$ cat config.mk
export PLATFORM = sky130hd
export DESIGN_NAME = updown_chain
export DESIGN_NICKNAME = d
export VERILOG_FILES = /design/src/rtl/updown_pkg.sv /design/src/rtl/updown_term.sv /design/src/rtl/updown_seg.sv /design/src/rtl/updown_chain.sv
export SDC_FILE = /design/constraint.sdc
export NUM_CORES = 1
export LEC_CHECK = 0
export BUFFER_PORTS_ARGS = -buffer_cell sky130_fd_sc_hd__buf_4
export CORE_MARGIN = 5
export CORE_UTILIZATION = 45
export CTS_CLUSTER_SIZE = 20
export DETAILED_ROUTE_END_ITERATION = 16
export GPL_TIMING_DRIVEN = 0
export PLACE_DENSITY = 0.7
export SLEW_MARGIN = 20
export SYNTH_ARGS = -nofsm -noshare
export SYNTH_HDL_FRONTEND = slang
export SYNTH_SLANG_ARGS = --single-unit
export TNS_END_PERCENT = 30
$ cat constraint.sdc
create_clock -name clk -period 3.15 [get_ports clk]
set_input_delay 0 -clock clk [delete_from_list [all_inputs] [get_ports clk]]
set_output_delay 0 -clock clk [all_outputs]
set_load 0.05 [all_outputs]
$ cat src/rtl/updown_pkg.sv
`timescale 1ns/1ps
// updown_pkg: shared constants and types for the cascadable counter.
// Assumes: all segments share one width given by SEG_W_DEF.
package updown_pkg;
    localparam int unsigned SEG_W_DEF = 8;
    localparam int unsigned SEGS_DEF  = 2;

    // Direction encoding used by the up input
    typedef enum logic {
        DIR_DOWN = 1'b0,
        DIR_UP   = 1'b1
    } dir_e;
endpackage

$ cat src/rtl/updown_term.sv
`timescale 1ns/1ps
// updown_term: terminal-value detector for one segment.
// Reports 1 when the value is all ones while counting up, or all zeros
// while counting down. A high clear forces it to 0.
// Assumes: purely combinational; the caller supplies the registered value.
module updown_term #(
    parameter int unsigned W = updown_pkg::SEG_W_DEF
) (
    input  logic [W-1:0] value,
    input  logic         up,
    input  logic         clear,
    output logic         at_end
);
    import updown_pkg::*;

    logic all_ones;
    logic all_zeros;

    // Detect both range ends and select one by direction
    always_comb begin
        all_ones  = &value;
        all_zeros = ~|value;
        if (clear)
            at_end = 1'b0;
        else if (dir_e'(up) == DIR_UP)
            at_end = all_ones;
        else
            at_end = all_zeros;
    end
endmodule

$ cat src/rtl/updown_seg.sv
`timescale 1ns/1ps
// updown_seg: one counter segment with parallel load, up/down step,
// asynchronous clear, terminal flag and enable-out.
// Priority: clear, then load, then count enable.
// Assumes: clear is a raw asynchronous reset, active high.
module updown_seg #(
    parameter int unsigned W = updown_pkg::SEG_W_DEF
) (
    input  logic         clk,
    input  logic         clear,
    input  logic         load,
    input  logic [W-1:0] din,
    input  logic         ce,
    input  logic         up,
    output logic [W-1:0] value,
    output logic         at_end,
    output logic         en_out
);
    import updown_pkg::*;

    logic [W-1:0] value_nx;

    // Choose the next value: load, step or hold
    always_comb begin
        if (load)
            value_nx = din;
        else if (ce && dir_e'(up) == DIR_UP)
            value_nx = value + 1'b1;
        else if (ce)
            value_nx = value - 1'b1;
        else
            value_nx = value;
    end

    // Segment register with asynchronous clear
    always_ff @(posedge clk or posedge clear) begin
        if (clear)
            value <= '0;
        else
            value <= value_nx;
    end

    updown_term #(.W(W)) u_term (
        .value  (value),
        .up     (up),
        .clear  (clear),
        .at_end (at_end)
    );

    // Pass the enable on only at the terminal value
    always_comb en_out = at_end & ce;
endmodule

$ cat src/rtl/updown_chain.sv
`timescale 1ns/1ps
// updown_chain: SEGS counter segments chained into one wide counter.
// Each segment's enable-out feeds the count enable of the segment above.
// Clock, clear, load and direction go to every segment in parallel.
// Assumes: a single clock period covers the enable path through all segments.
module updown_chain #(
    parameter int unsigned SEG_W = updown_pkg::SEG_W_DEF,
    parameter int unsigned SEGS  = updown_pkg::SEGS_DEF
) (
    input  logic                  clk,
    input  logic                  clear,
    input  logic                  load,
    input  logic [SEG_W*SEGS-1:0] din,
    input  logic                  ce,
    input  logic                  up,
    output logic [SEG_W*SEGS-1:0] count,
    output logic                  tc,
    output logic                  ceo
);
    localparam int unsigned TOT_W = SEG_W * SEGS;

    logic [SEGS:0]   en_link;
    logic [SEGS-1:0] seg_end;

    // Feed the external enable into the lowest segment
    always_comb en_link[0] = ce;

    for (genvar s = 0; s < SEGS; s++) begin : g_seg
        updown_seg #(.W(SEG_W)) u_seg (
            .clk    (clk),
            .clear  (clear),
            .load   (load),
            .din    (din[s*SEG_W +: SEG_W]),
            .ce     (en_link[s]),
            .up     (up),
            .value  (count[s*SEG_W +: SEG_W]),
            .at_end (seg_end[s]),
            .en_out (en_link[s+1])
        );
    end

    // The whole counter is at its end only when every segment is
    always_comb tc = &seg_end;

    // The top segment's enable-out already includes ce and all lower ends
    always_comb ceo = en_link[SEGS];

    logic [TOT_W-1:0] unused_w;
    always_comb unused_w = '0;
endmodule

; ---- Word level (Yosys, flattened, before mapping)
; Cells that the tools add are included.
[totals]
input_bits = 21
out_inout_bits = 18
elab_cells = 29
reg_bits = 16
[op_classes]
n_reduce_logical = 11
bitwise_logic = 2
n_addsub = 4
mux = 10
[ops]
columns = operator, count
row1 = 8-bit 2-to-1 mux, 6
row2 = "8-bit by 1-bit adder with 8-bit output, second input constant", 2
row3 = 8-bit AND reduction, 2
row4 = 8-bit OR reduction, 2
row5 = "8-bit by 1-bit subtractor with 8-bit output, second input constant", 2
row6 = 3-bit nonzero test, 2
row7 = 1-bit 2-to-1 mux, 4
row8 = 1-bit AND, 2
row9 = 1-bit logical AND, 2
row10 = 1-bit zero test, 2
row11 = 2-bit AND reduction, 1

; ---- Depth between registers and ports, before layout
[depth]
ltp_word = 8
ltp_mapped = 10

; ---- Cells and area by module
; A second synthesis with hierarchy kept.
[unflattened]
hier_cells = 175
hier_area_um2 = 1522.7
[modules_own_cells]
columns = mod, area_each_um2, instances, cells_each, seq_area_each_um2
row1 = updown_seg, 705.7, 2, 80, 200.2
row2 = updown_term, 52.6, 2, 7, 0.0
row3 = updown_chain, 6.3, 1, 1, 0.0

; ---- Worst setup path after synthesis
; OpenSTA, ideal clock, no wires.
[synth_timing]
path_type = reg2reg
from = reg g_seg[0].u_seg.value[0]
to = reg g_seg[1].u_seg.value[7]
synth_period_minus_slack_ns = 2.893
n_path_buf = 0
t_arrival_ns = 2.802
slack_ns = 0.257
setup_ns = 0.092
stages_incl_launch_ff = 11
t_required_ns = 3.058
path_cell_list = dfrtp_1 nand4_1 nor3_4 nand2_2 ha_1 a21o_1 a21oi_1 a21oi_1 o21a_1 o31a_1 o31ai_2
[synth_between]
elab_chain_len = 8
[synth_rtl]
columns = element, line_no
row1 = start: declaration, updown_seg.sv:15  ; output logic [W-1:0] value,
row2 = start signal: assignment, updown_seg.sv:40  ; value <= value_nx;
row3 = 8-bit OR reduction, updown_term.sv:22  ; all_zeros = ~|value;
row4 = 1-bit zero test, updown_term.sv:22
row5 = 1-bit 2-to-1 mux *, updown_term.sv:25  ; else if (dir_e'(up) == DIR_UP)
row6 = 1-bit 2-to-1 mux *, updown_term.sv:23  ; if (clear)
row7 = 1-bit AND *, updown_seg.sv:51  ; always_comb en_out = at_end & ce;
row8 = 1-bit logical AND, updown_seg.sv:27  ; else if (ce && dir_e'(up) == DIR_UP)
row9 = 8-bit 2-to-1 mux, updown_seg.sv:27
row10 = 8-bit 2-to-1 mux, updown_seg.sv:25  ; if (load)
row11 = end signal: assignment, updown_seg.sv:40
row12 = end: declaration, updown_seg.sv:15
; Mark *: on every way between the ends. The rest lies on a longest branch, timed or not.
; A chain may end at the register's enable or synchronous reset.

; ---- Worst setup path after layout
[layout_timing]
from = reg g_seg[0].u_seg.value[2]
to = reg g_seg[1].u_seg.value[3]
; The elaborated chain is that of the path after synthesis.

==> impl_results.md <==
* Endpoint class of the critical path: flip-flop
* Clock Sinks at 16
* Area of the multi-input gates at 982 µm²
* DIE WIDTH at 66.3 µm
* Num ports at 39
* Worst skew pair latency at 0.28 ns
* Total Wirelength at 4020 µm
* # port buffers at 38
* Top cell type's share of synthesized area at 0.281
* Yosys reg bits at 16
* Slowest CP cell: dlygate4sd3_1
* Type of the worst setup path: flip-flop to flip-flop
* Worst slew pin tran at 0.641 ns
* Setup TNS at 0 ns
* Worst reg2reg setup slack at 0.21 ns
* Final routed DRC violation total at 0
* Worst R2R Path Depth at 11
* Grt met3 use at 0.0255
* Post-synth net total at 198
* Layout cells sized above 1 at 0.287
* Post-synth EDFFs at 0
* Register area at 407 µm²
* Pleak at 0.950 nW
* WL/cell at 14.7 µm
* Hold endpoint: g_seg[1].u_seg.value[6]$_DFFE_PP0P_
* Crit Path Max Fanout at 6
* Root Driver: clkbuf_4
* WP buf/inv at 1
* Largest area contributor in the netlist: dfrtp_1
* Die ar. at 4390 µm²
* TritonCTS clock tree: yes
* Net count reported at finish at 268
* Synth Flop Type: dfrtp_1
* Row cnt at 20
* Post-synth top cells: 20 x nand2_1, 17 x a21oi_1, 16 x dfrtp_1
* CP top delay family: simple AND/OR/NAND/NOR gates
* Die height at 66.3 µm
* Final Skew at 0.00223 ns
* Met2 Track Usage GR at 0.354
* Inserted Diodes at 0
* Final Non-Filler Cells at 274
* Status: finished, final reports clean
* First-pass GRT wire length at 6480 µm
* Max-slew violation count at 0
* Initial antenna violation count at 0
* Share of synthesized registers carrying an async set or reset at 1.00
* Required @ worst endpoint at 3.33 ns
* Largest cells by area after synthesis: dfrtp_1 28%, ha_1 11%, a21oi_1 6.0%
* Reg2reg end: g_seg[1].u_seg.value[3]$_DFFE_PP0P_
* Detail Route Antenna Nets at 0
* Vias per inst at 5.24
* Final Wtd Congestion at 0.769
* Startpoint type of the worst setup path: flip-flop
* Fillers at 272
* RR Startpoint: g_seg[0].u_seg.value[2]$_DFFE_PP0P_
* CTS H-tree lvls at 1
* MaxCap Viol Count at 0
* Min-delay src: load
* Clock Path Buffers at 2
* Final hold vios at 0
* First DRT Iteration DRCs at 85
* Max Fclk at 340 MHz
* Largest registers: g_seg.u_seg.value x16
* Dpl hpwl at 2910 µm
* Pin count of the biggest net entering global routing at 17
* Distinct cells, synth at 44
* Placeable Area at 3050 µm²
* Max stage delay on crit path at 0.54 ns
* Total CTS buffers at 3
* Layer carrying the most global-route usage: met2
* Final setup vio count at 0
* Fin crit period at 2.94 ns
* Hold Path Class: primary input to flip-flop
* Mean post-synth cell area at 8.79 µm²
* Top reg by flops: g_seg.u_seg.value
* RSZ-0062 raised after global routing: false
* Ys Warns at 0
* Mapped Cells at 162
* CP Cell Sequence: nand4_1, nor3_4, nand2_4, ha_1, a21oi_1, nor2b_1, nor2_1, xnor2_1, mux2_1, mux2_2, dlygate4sd3_1
* Met1 usage at 0.226
* GR Overflow Total at 0
* Initial core utilization at 0.466
* Vias in the first global route at 1458
* Pwr Total at 0.849 mW
* First-pass detailed-route iteration total at 4
* Cell with the most instances after synthesis: nand2_1
* Max reg flops at 16
* Post-Syn Area at 1420 µm²
* Inst Count DP at 244
* Clock slew at reported path FFs at 0.09 ns
* Sequential-to-total area share from yosys stat at 0.281
* Area grow syn2layout at 43.7%
* Worst EP arrival at 3.12 ns
* GRT Overall Usage at 0.192
* Hold depth at 3
* Routed vias at 1436
* Slew HR at 0.572
* Worst hold slack at 0.0233 ns
* IR drop worst, VDD at 207 µV
* Crit share post-route at 0.934
* Cell Pwr Density at 415 nW/µm²
## tightest hold or removal path, delay by kind of cell
family                 cells  cell delay (ns)
buffers and inverters      1             0.11
and+or+nand+nor            1             0.09
AOI/OAI and AO/OA          1             0.07
## how the worst max path moves through the flow
stage / from / cells after the start / slack [ns] / endpoint
finish: g_seg[0].u_seg.value[2]$_DFFE_PP0P_ / 11 / 0.21 / g_seg[1].u_seg.value[3]$_DFFE_PP0P_
CTS: g_seg[0].u_seg.value[0]$_DFFE_PP0P_ / 11 / 0.04 / g_seg[1].u_seg.value[3]$_DFFE_PP0P_
global placement: g_seg[0].u_seg.value[0]$_DFFE_PP0P_ / 10 / 0.42 / g_seg[1].u_seg.value[7]$_DFFE_PP0P_
detailed placement: g_seg[0].u_seg.value[0]$_DFFE_PP0P_ / 10 / 0.34 / g_seg[1].u_seg.value[7]$_DFFE_PP0P_
floorplan: g_seg[0].u_seg.value[0]$_DFFE_PP0P_ / 10 / 0.26 / g_seg[1].u_seg.value[7]$_DFFE_PP0P_
global route: g_seg[0].u_seg.value[2]$_DFFE_PP0P_ / 11 / 0.03 / g_seg[1].u_seg.value[3]$_DFFE_PP0P_
## placed cells by master (no fill, tap or decap), types with 2 or more instances in the layout
cell type / count
nor2b_1: 3
dfrtp_1: 11
dfrtp_2: 5
a21o_1: 5
xnor2_1: 9
clkbuf_1: 3
mux2i_1: 6
inv_1: 5
nand4b_1: 2
a21oi_1: 17
fa_1: 2
ha_1: 13
nand4_1: 3
nor3b_1: 2
xor2_1: 4
nand2_1: 20
clkbuf_4: 3
nor4_1: 4
buf_4: 48
nor2_1: 7
dlygate4sd3_1: 18
o21ai_0: 15
## timing repair
action	CTS	global route
setup endpoints to repair	0	1
endpoints found under the hold margin	32	0
hold buffers	18	0
buffers inserted	0	9
resized for setup	0	6
## final cells by class
type                    count  share of cell area
repair buffers             65               0.261
clock buffers               3              0.0110
well taps                  44              0.0269
plain buffers               5              0.0116
inverters                   6              0.0110
multi-input cells         135               0.480
flip-flops and latches     16               0.199
## kinds of logic (layout without fill, tap and decap cells)
group           after synthesis  after routing  synth area share
compound gates               47             47             0.199
xor+xnor                     13             13            0.0800
fa+ha+maj                    15             15             0.142
flops                        16             16             0.281
simple gates                 52             52             0.207
buf+inv                      11             79            0.0325
mux                           8              8            0.0580
## power breakdown
part,internal [mW],switching [mW]
Combinational,0.196,0.267
Clock,0.0443,0.0642
Sequential,0.235,0.0427
## per-stage QoR
stage	util	area, µm²	setup WS, ns
after global placement	0.578	1760	0.419
after global routing	0.670	2050	0.0259
after CTS	0.644	1970	0.0359
final	0.670	2050	0.208
after detailed placement	0.578	1760	0.341
after floorplan	-	1420	0.257
## metal layers
layer | share of wire | vias to the layer above
met1 | 0.41 | 664
met5 | 0 | -
met4 | 0.015 | 0
met2 | 0.53 | 40
li1 | - | 726
met3 | 0.045 | 6
No activity file was read; power rests on OpenSTA's default activity.
